$ cat src/rtl/tile_addr_gen.sv
module tile_addr_gen #(
  parameter int ROW_W = 16,
  parameter int TPR_W = 11,
  localparam int COL_W = TPR_W + 5,
  localparam int TILE_W = ROW_W + TPR_W
) (
  input  logic              clk,
  input  logic              rst_n,
  input  logic              i_start,
  input  logic              i_stream,
  input  logic [ROW_W-1:0]  i_row,
  input  logic [COL_W-1:0]  i_col,
  input  logic [ROW_W-1:0]  i_rows,
  input  logic [TPR_W-1:0]  i_tpr,
  input  logic [2:0]        i_shape,
  input  logic              i_transpose,
  output logic              o_valid,
  output logic              o_last,
  output logic              o_err,
  output logic [TILE_W-1:0] o_tile,
  output logic [1:0]        o_face,
  output logic [9:0]        o_off,
  output logic [ROW_W-1:0]  o_row,
  output logic [COL_W-1:0]  o_col
);

  logic [2:0] th_lg;
  logic       bad_shape;
  always_comb begin
    bad_shape = 1'b0;
    case (i_shape)
      3'd0: th_lg = 3'd5;
      3'd1: th_lg = 3'd4;
      3'd2: th_lg = 3'd2;
      3'd3: th_lg = 3'd1;
      3'd4: th_lg = 3'd0;
      default: begin th_lg = 3'd0; bad_shape = 1'b1; end
    endcase
  end

  wire [2:0]       fh_lg   = (th_lg > 3'd4) ? 3'd4 : th_lg;
  wire             four    = (th_lg == 3'd5);
  wire [4:0]       th_mask = 5'((6'd1 << th_lg) - 6'd1);
  wire [COL_W:0]   col_lim = {1'b0, i_tpr, 5'd0};
  wire             oob     = (i_row >= i_rows) || ({1'b0, i_col} >= col_lim);
  wire             bad     = bad_shape || oob;

  wire [4:0] lr = i_row[4:0] & th_mask;
  wire       fr = four & lr[4];
  wire       fc = i_col[4];
  wire [7:0] inner_f = i_transpose ? ((8'(i_col[3:0]) << fh_lg) | 8'(lr[3:0]))
                                   : {lr[3:0], i_col[3:0]};
  wire [1:0] slot_f = four ? (i_transpose ? {fc, fr} : {fr, fc}) : {1'b0, fc};
  wire [9:0] off_f = (10'(slot_f) << (4'(fh_lg) + 4'd4)) | 10'(inner_f);
  wire [TILE_W-1:0] tile_f = ((TILE_W'(i_row) >> th_lg) * TILE_W'(i_tpr))
                             + TILE_W'(i_col[COL_W-1:5]);

  logic              busy, q_tr, q_four;
  logic [9:0]        k;
  logic [2:0]        q_th_lg, q_fh_lg;
  logic [ROW_W-1:0]  base_r;
  logic [COL_W-1:0]  base_c;
  logic [TILE_W-1:0] q_tile;

  wire [9:0] last_k = 10'((11'd32 << q_th_lg) - 11'd1);
  wire [3:0] fe_lg  = 4'(q_fh_lg) + 4'd4;
  wire [1:0] slot_s = 2'(k >> fe_lg);
  wire [7:0] inner_s = 8'(k & 10'((11'd1 << fe_lg) - 11'd1));
  wire [3:0] fhm    = 4'((5'd1 << q_fh_lg) - 5'd1);
  wire [3:0] lcf_s  = q_tr ? 4'(inner_s >> q_fh_lg) : inner_s[3:0];
  wire [3:0] lrf_s  = q_tr ? (inner_s[3:0] & fhm) : inner_s[7:4];
  wire       fr_s   = q_four & (q_tr ? slot_s[0] : slot_s[1]);
  wire       fc_s   = (q_four & q_tr) ? slot_s[1] : slot_s[0];

  always_ff @(posedge clk) begin
    if (!rst_n) begin
      busy <= 1'b0; k <= '0; q_tr <= 1'b0; q_four <= 1'b0;
      q_th_lg <= '0; q_fh_lg <= '0; base_r <= '0; base_c <= '0; q_tile <= '0;
      o_valid <= 1'b0; o_last <= 1'b0; o_err <= 1'b0;
      o_tile <= '0; o_face <= '0; o_off <= '0; o_row <= '0; o_col <= '0;
    end else begin
      o_valid <= 1'b0;
      o_last  <= 1'b0;
      o_err   <= 1'b0;
      if (busy) begin
        o_valid <= 1'b1;
        o_tile  <= q_tile;
        o_face  <= {fr_s, fc_s};
        o_off   <= k;
        o_row   <= base_r | ROW_W'({fr_s, lrf_s});
        o_col   <= base_c | COL_W'({fc_s, lcf_s});
        k       <= k + 10'd1;
        if (k == last_k) begin
          busy   <= 1'b0;
          o_last <= 1'b1;
        end
      end else if (i_start) begin
        if (bad) begin
          o_err <= 1'b1;
        end else begin
          q_th_lg <= th_lg;
          q_fh_lg <= fh_lg;
          q_four  <= four;
          q_tr    <= i_transpose;
          if (i_stream) begin
            busy   <= 1'b1;
            k      <= '0;
            base_r <= i_row & ~ROW_W'(th_mask);
            base_c <= {i_col[COL_W-1:5], 5'd0};
            q_tile <= tile_f;
          end else begin
            o_valid <= 1'b1;
            o_tile  <= tile_f;
            o_face  <= {fr, fc};
            o_off   <= off_f;
            o_row   <= i_row;
            o_col   <= i_col;
          end
        end
      end
    end
  end

  a_r8_err_excl: assert property (@(posedge clk) disable iff (!rst_n)
    !(o_valid && o_err));
  a_r10_last_valid: assert property (@(posedge clk) disable iff (!rst_n)
    o_last |-> o_valid);
  a_r8_err_cause: assert property (@(posedge clk) disable iff (!rst_n)
    o_err |-> $past(i_start));
  a_r9_step: assert property (@(posedge clk) disable iff (!rst_n)
    (busy && o_valid && !o_last) |=> (o_valid && o_off == $past(o_off) + 10'd1));
  a_r9_tile_hold: assert property (@(posedge clk) disable iff (!rst_n)
    (busy && o_valid) |=> $stable(o_tile));
  a_r7_short_faces: assert property (@(posedge clk) disable iff (!rst_n)
    (o_valid && !q_four) |-> !o_face[1]);
  a_r7_off_range: assert property (@(posedge clk) disable iff (!rst_n)
    o_valid |-> (o_off <= last_k));

endmodule

$ cat config.mk
export PLATFORM = sky130hd
export DESIGN_NAME = tile_addr_gen
export DESIGN_NICKNAME = d
export VERILOG_FILES = /design/src/rtl/tile_addr_gen.sv
export SDC_FILE = /design/constraint.sdc
export NUM_CORES = 1
export LEC_CHECK = 0
export ABC_CLOCK_PERIOD_IN_PS = 16500
export CORE_MARGIN = 2
export CORE_UTILIZATION = 45
export DETAILED_ROUTE_END_ITERATION = 16
export PLACE_DENSITY = 0.72
export REMOVE_ABC_BUFFERS = 1
export SLEW_MARGIN = 20
export SYNTH_ARGS = -nofsm -noshare
export SYNTH_HDL_FRONTEND = slang
export SYNTH_SLANG_ARGS = --single-unit
$ cat constraint.sdc
create_clock -name clk -period 16.5 [get_ports clk]
set_input_delay 3.3 -clock clk [delete_from_list [all_inputs] [get_ports clk]]
set_output_delay 3.3 -clock clk [all_outputs]
set_load 0.05 [all_outputs]
[Word level (Yosys, flattened, before mapping)]
Index checks and enable logic that the tools add are counted.
Operators by class
  $add $sub $neg: 8
  $mul: 1
  magnitude comparators: 3
  eq/ne operators: 8
  shift operators: 9
  mux-type cells: 45
  bitwise logic cells: 16
  reduce and logical (&&, ||, !) cells: 12
Operators by type and width (number)
  16-bit 2-to-1 mux: 8
  27-bit 2-to-1 mux: 4
  10-bit 2-to-1 mux: 8
  16-bit greater-or-equal comparator: 2
  16-bit by 5-bit OR with 16-bit output: 2
  27-bit by 11-bit adder with 27-bit output: 1
  27-bit by 11-bit multiplier with 27-bit output: 1
  16-bit by 3-bit >> shifter with 27-bit output: 1
  16-bit bitwise AND: 1
  5-bit inverter with 16-bit output: 1
  1-bit 2-to-1 mux: 14
  2-bit 2-to-1 mux: 6
  3-bit one-hot mux with 4 select lines: 1
  10-bit by 1-bit adder with 10-bit output (second input constant): 1
  10-bit == test: 1
  10-bit by 8-bit OR with 10-bit output: 1
  2-bit by 4-bit left shift with 10-bit output: 1
  6-bit by 3-bit left shift with 10-bit output (first input constant): 1
  10-bit by 4-bit >> shifter with 2-bit output: 1
  10-bit by 1-bit subtractor with 10-bit output (second input constant): 1
  3-bit AND reduction: 3
  3-bit by 3-bit adder with 4-bit output (second input constant): 2
  8-bit bitwise AND: 1
  4-bit 2-to-1 mux: 2
  other kinds (27): 37
Storage, ports and cells
  register bits: 147
  bits of input ports: 67
  output and inout bits: 74
  word-level logic and storage cells: 119

[Depth between registers and ports, before layout]
  depth after elaboration: 14
  gate-level depth with buffers: 29
  gate-level depth less buffers: 27

[Worst setup path before layout]
No wires, ideal clock.
  path type: input -> register
  start point: input i_shape[0]
  end point: register o_tile[26]
  setup time: 86 ps
  arrival: 9244 ps
  slack: 7170 ps
  stages: 27
  path buffers: 3
  cells stage by stage: buf_2 > inv_1 > nand2_1 > o22a_1 > o22ai_1 > nor2_1 > a311oi_1 > o21ai_0 > clkbuf_1 > and2_1 > fa_1 > fa_1 > fa_1 > fa_1 > inv_1 > fa_1 > inv_1 > ha_1 > buf_6 > a2111oi_0 > o21ai_0 > a22oi_1 > a21oi_1 > o21a_1 > o211ai_1 > o21ai_0 > a211oi_1
On the way
  word-level cells in the longest chain between the ends: 9
  elaborated cells on any way between the ends: 18
  classes of those cells: 1 x add/sub; 1 x mul; 5 x eq/ne; 1 x shift; 6 x mux; 4 x reduce/logical
Ends and longest elaborated chain
  from (decl): RTL line 15  | input logic [2:0] i_shape,
  3-bit by 2-bit == test with 1-bit output (tied with other cells): RTL line 31  | case (i_shape)
  3-bit one-hot mux with 4 select lines: RTL line 31
  16-bit by 3-bit >> shifter with 27-bit output: RTL line 55  | wire [TILE_W-1:0] tile_f = ((TILE_W'(i_row) >> th_lg) * TILE_W'(i_tpr))
  27-bit by 11-bit multiplier with 27-bit output: RTL line 55
  27-bit by 11-bit adder with 27-bit output: RTL line 56  | + TILE_W'(i_col[COL_W-1:5]);
  27-bit 2-to-1 mux: RTL line 105  | if (i_stream) begin
  27-bit 2-to-1 mux: RTL line 98  | if (bad) begin
  27-bit 2-to-1 mux: RTL line 97  | end else if (i_start) begin
  27-bit 2-to-1 mux: RTL line 85  | if (busy) begin
  to (signal assigned): RTL line 87  | o_tile <= q_tile;
  to (signal assigned): RTL line 113  | o_tile <= tile_f;
  to (decl): RTL line 20  | output logic [TILE_W-1:0] o_tile,
Parallel ways exist; a longest one is shown, timed or not. The select of a mux whose other input is x is not followed.
A chain may end at the register's enable or synchronous reset.

[Worst setup path after layout]
  start point: input i_shape[2]
  end point: register o_tile[21]
Same word-level chain as after synthesis.

==> flow_metrics.py <==
metrics = {
    "status": {
        "status": "finished clean",
    },
    "clock_tree": {
        "clockRootBuffer": "clkbuf_16",
        "cts_buffers": 17,
        "clock-sinks": 146,
        "cts_buffer_depth": 2,
        "cts_tree": "built",
        "ctsHoldBuffers": 0,
        "ctsHtreeMaxLevel": 4,
        "cts_resized": 0,
        "clk_pin_slew_ps": 60,
        "cts_setup_buffers": 0,
        "clkLatencyLatePin_ps": 450,
    },
    "logic_synthesis": {
        "ys_seq_area_frac": 0.205,
        "syn_area_um2": 14200,
        "ys_top_cells_by_count": "nand2_1, inv_1, dfxtp_1",
        "syn_inst": 1763,
        "synth_top_area_share": 0.205,
        "yosys.area.top_type": "dfxtp_1",
        "synth_enable_flop_cells": 0,
        "synth_most_common_cell": "nand2_1",
        "syn_area_per_cell_um2": 8.08,
        "yosysWarnings": 0,
        "synth-seq-cells": 146,
        "async_flop_share": 0,
        "synth.distinct_cells": 78,
        "synth_flop_cell": "dfxtp_1",
        "synth.area.top_cells": "dfxtp_1, fa_1, ha_1",
    },
    "sta": {
        "clock_skew_ps": 10.8,
        "min_period_ps": 10210,
        "finalSetupViolations": 0,
        "rsz0062_at_grt": "false",
        "fin_crit_sh": 0.619,
        "worstMarginPinSlew_ps": 1110,
        "fin_hold_ws_ps": 456,
        "clock.fmax_mhz": 97.9,
        "tns_ps": 0,
        "drv_slew": 0,
        "finalHoldViolCount": 0,
        "slew-limit-headroom": 0.254,
    },
    "worst_setup_path": {
        "cp_cell_sequence": "clkdlybuf4s50_1, buf_4, nor2_1, mux2_2, o21ai_0, o21ai_1, nand2_1, fa_1, fa_1, inv_1, fa_1, fa_1, inv_1, fa_1, inv_1, ha_1, a21o_1, o311ai_1, nand4b_1, a41o_1, xnor2_1, o21ai_0, o211a_1",
        "path_buf_inv": 5,
        "critPathMaxStageDelay_ps": 740,
        "r2r-start": "busy",
        "reg2reg_to": "o_row[2]",
        "worstSetupEndpointType": "register",
        "cp-start-kind": "input pin",
        "crit_family": "adder cells",
        "cp_max_fo": 51,
        "crit_top_cell": "fa_1",
        "slowest_stage": "o21ai_1",
        "crit_required_ps": 16830,
        "crit_arrival_ps": 10540,
        "crit_type": "input pin to register",
        "rrSetupSlack_ps": 13870,
        "r2r_cells": 4,
    },
    "route": {
        "top_layer_used": "met4",
        "wl_met2_um": 19300,
        "avgViaCountPerCell": 5.66,
        "detailroute.via_count": 12703,
        "ant_nets": 0,
        "drt-pass1-iter-count": 6,
        "drt-initial-drc-count": 996,
        "drcViolationCount": 0,
        "wl_met3_um": 2990,
        "post_drt_wl_per_cell_um": 18.2,
        "totalWireLength_um": 40900,
        "wl_met1_um": 17500,
    },
    "run": {
        "drv_cap": 0,
    },
    "placed_design": {
        "place_hpwl_um": 29800,
        "port_buffers": 140,
        "gp_congestion": 0.871,
        "dpl_cell_area_um2": 15800,
        "dp_cells": 2211,
    },
    "final_layout": {
        "finalNonFillerCells": 2243,
        "syn2layout_area_growth_pct": 14.5,
        "drive_gt1_frac": 0.0570,
        "utilization": 0.520,
        "final_area_um2": 16300,
        "antennaDiodeCount": 0,
        "nets": 2132,
    },
    "worst_hold_path": {
        "hold_start": "base_r[6]",
        "hold_depth": 2,
        "worst_hold_path.endpoint": "base_r[6]",
        "hp-class": "register to register",
    },
    "grt": {
        "grt_util_all_layers": 0.255,
        "grt_pass1_wl_um": 67400,
        "grt_antenna_before_repair": 0,
        "grt_pass1_vias": 12965,
        "grt_max_degree": 75,
        "grt-ovfl-total": 0,
    },
    "floorplan": {
        "core_area_um2": 31400,
        "dieArea_um2": 33100,
        "dieHeight_um": 182,
        "die_x_um": 182,
        "io_pins": 141,
        "rows": 65,
        "initial_core_util": 0.454,
    },
    "power_and_ir_drop": {
        "power.density_nw_per_um2": 165,
        "power_leakage_uw": 0.00725,
        "vdd_drop_max_mv": 0.129,
    },
}
[kinds of logic (layout without fill, tap and decap cells)]
logic type	count (synthesis)	count (layout)	share of synthesized area
XOR/XNOR	28	28	0.0172
flip-flops	146	146	0.205
multiplexers	49	49	0.0381
adder cells (fa/ha/maj)	237	237	0.280
other	1	2	0.000263
AO/OA/AOI/OAI	347	347	0.167
AND/OR/NAND/NOR	615	615	0.194
buffers and inverters	340	417	0.0988
[layer usage]
metal  GRT usage  up-vias
met2       0.428      535
li1            -     5931
met4      0.0832        0
met3      0.0365       81
met1       0.340     6156
met5           0        -
[cell usage in the layout (no fill, tap or decap), drive strengths merged, types with 33 or more instances in the layout]
cell type	count
o211ai	33
dfxtp	146
nand2	317
mux2i	34
nand3	37
and2	63
o21ai	58
inv	227
nor2	111
ha	101
fa	136
clkdlybuf4s50	137
a21oi	115
[power by group]
part	internal, µW	switching [µW]
Sequential	389	23.4
Combinational	729	1180
Clock	207	170
Total	1320	1370
[cell type report]
| class | count | area, µm² |
|---|---|---|
| Inverter | 225 | 847 |
| Multi-Input combinational cell | 1278 | 9940 |
| Tap cell | 402 | 503 |
| Sequential cell | 146 | 2920 |
| Timing Repair Buffer | 160 | 1540 |
| Clock buffer | 20 | 467 |
| Clock inverter | 12 | 97.6 |
| Fill cell | 2959 | 15100 |
[through the flow]
step,power [µW],setup slack [ps]
floorplan,1800,7290
global placement,2290,5400
detailed placement,2300,5190
CTS,2690,5680
global route,2950,5810
finish,2690,6290
[flip-flops by register name, summed over array words and instances (netlist names), 10 cells and up]
register / flops
k: 10
o_col: 15
o_tile: 27
base_c: 11
o_row: 16
o_off: 10
base_r: 16
q_tile: 27
[worst max path at each step]
stage	startpoint	to	slack, ps	cells after the start
floorplan	i_shape[0]	o_tile[26]	7290	24
global placement	i_shape[0]	o_tile[26]	5400	24
detailed placement	i_shape[0]	o_tile[26]	5190	24
CTS	i_shape[0]	o_tile[26]	5680	24
global route	i_shape[2]	o_tile[26]	5810	24
finish	i_shape[2]	o_tile[21]	6290	23
[tightest hold or removal path: stages, from the launching register on]
cell     delay, ps
dfxtp_1        310
nand2_1         50
a21oi_1         50
No activity file was read; power rests on OpenSTA's default activity.
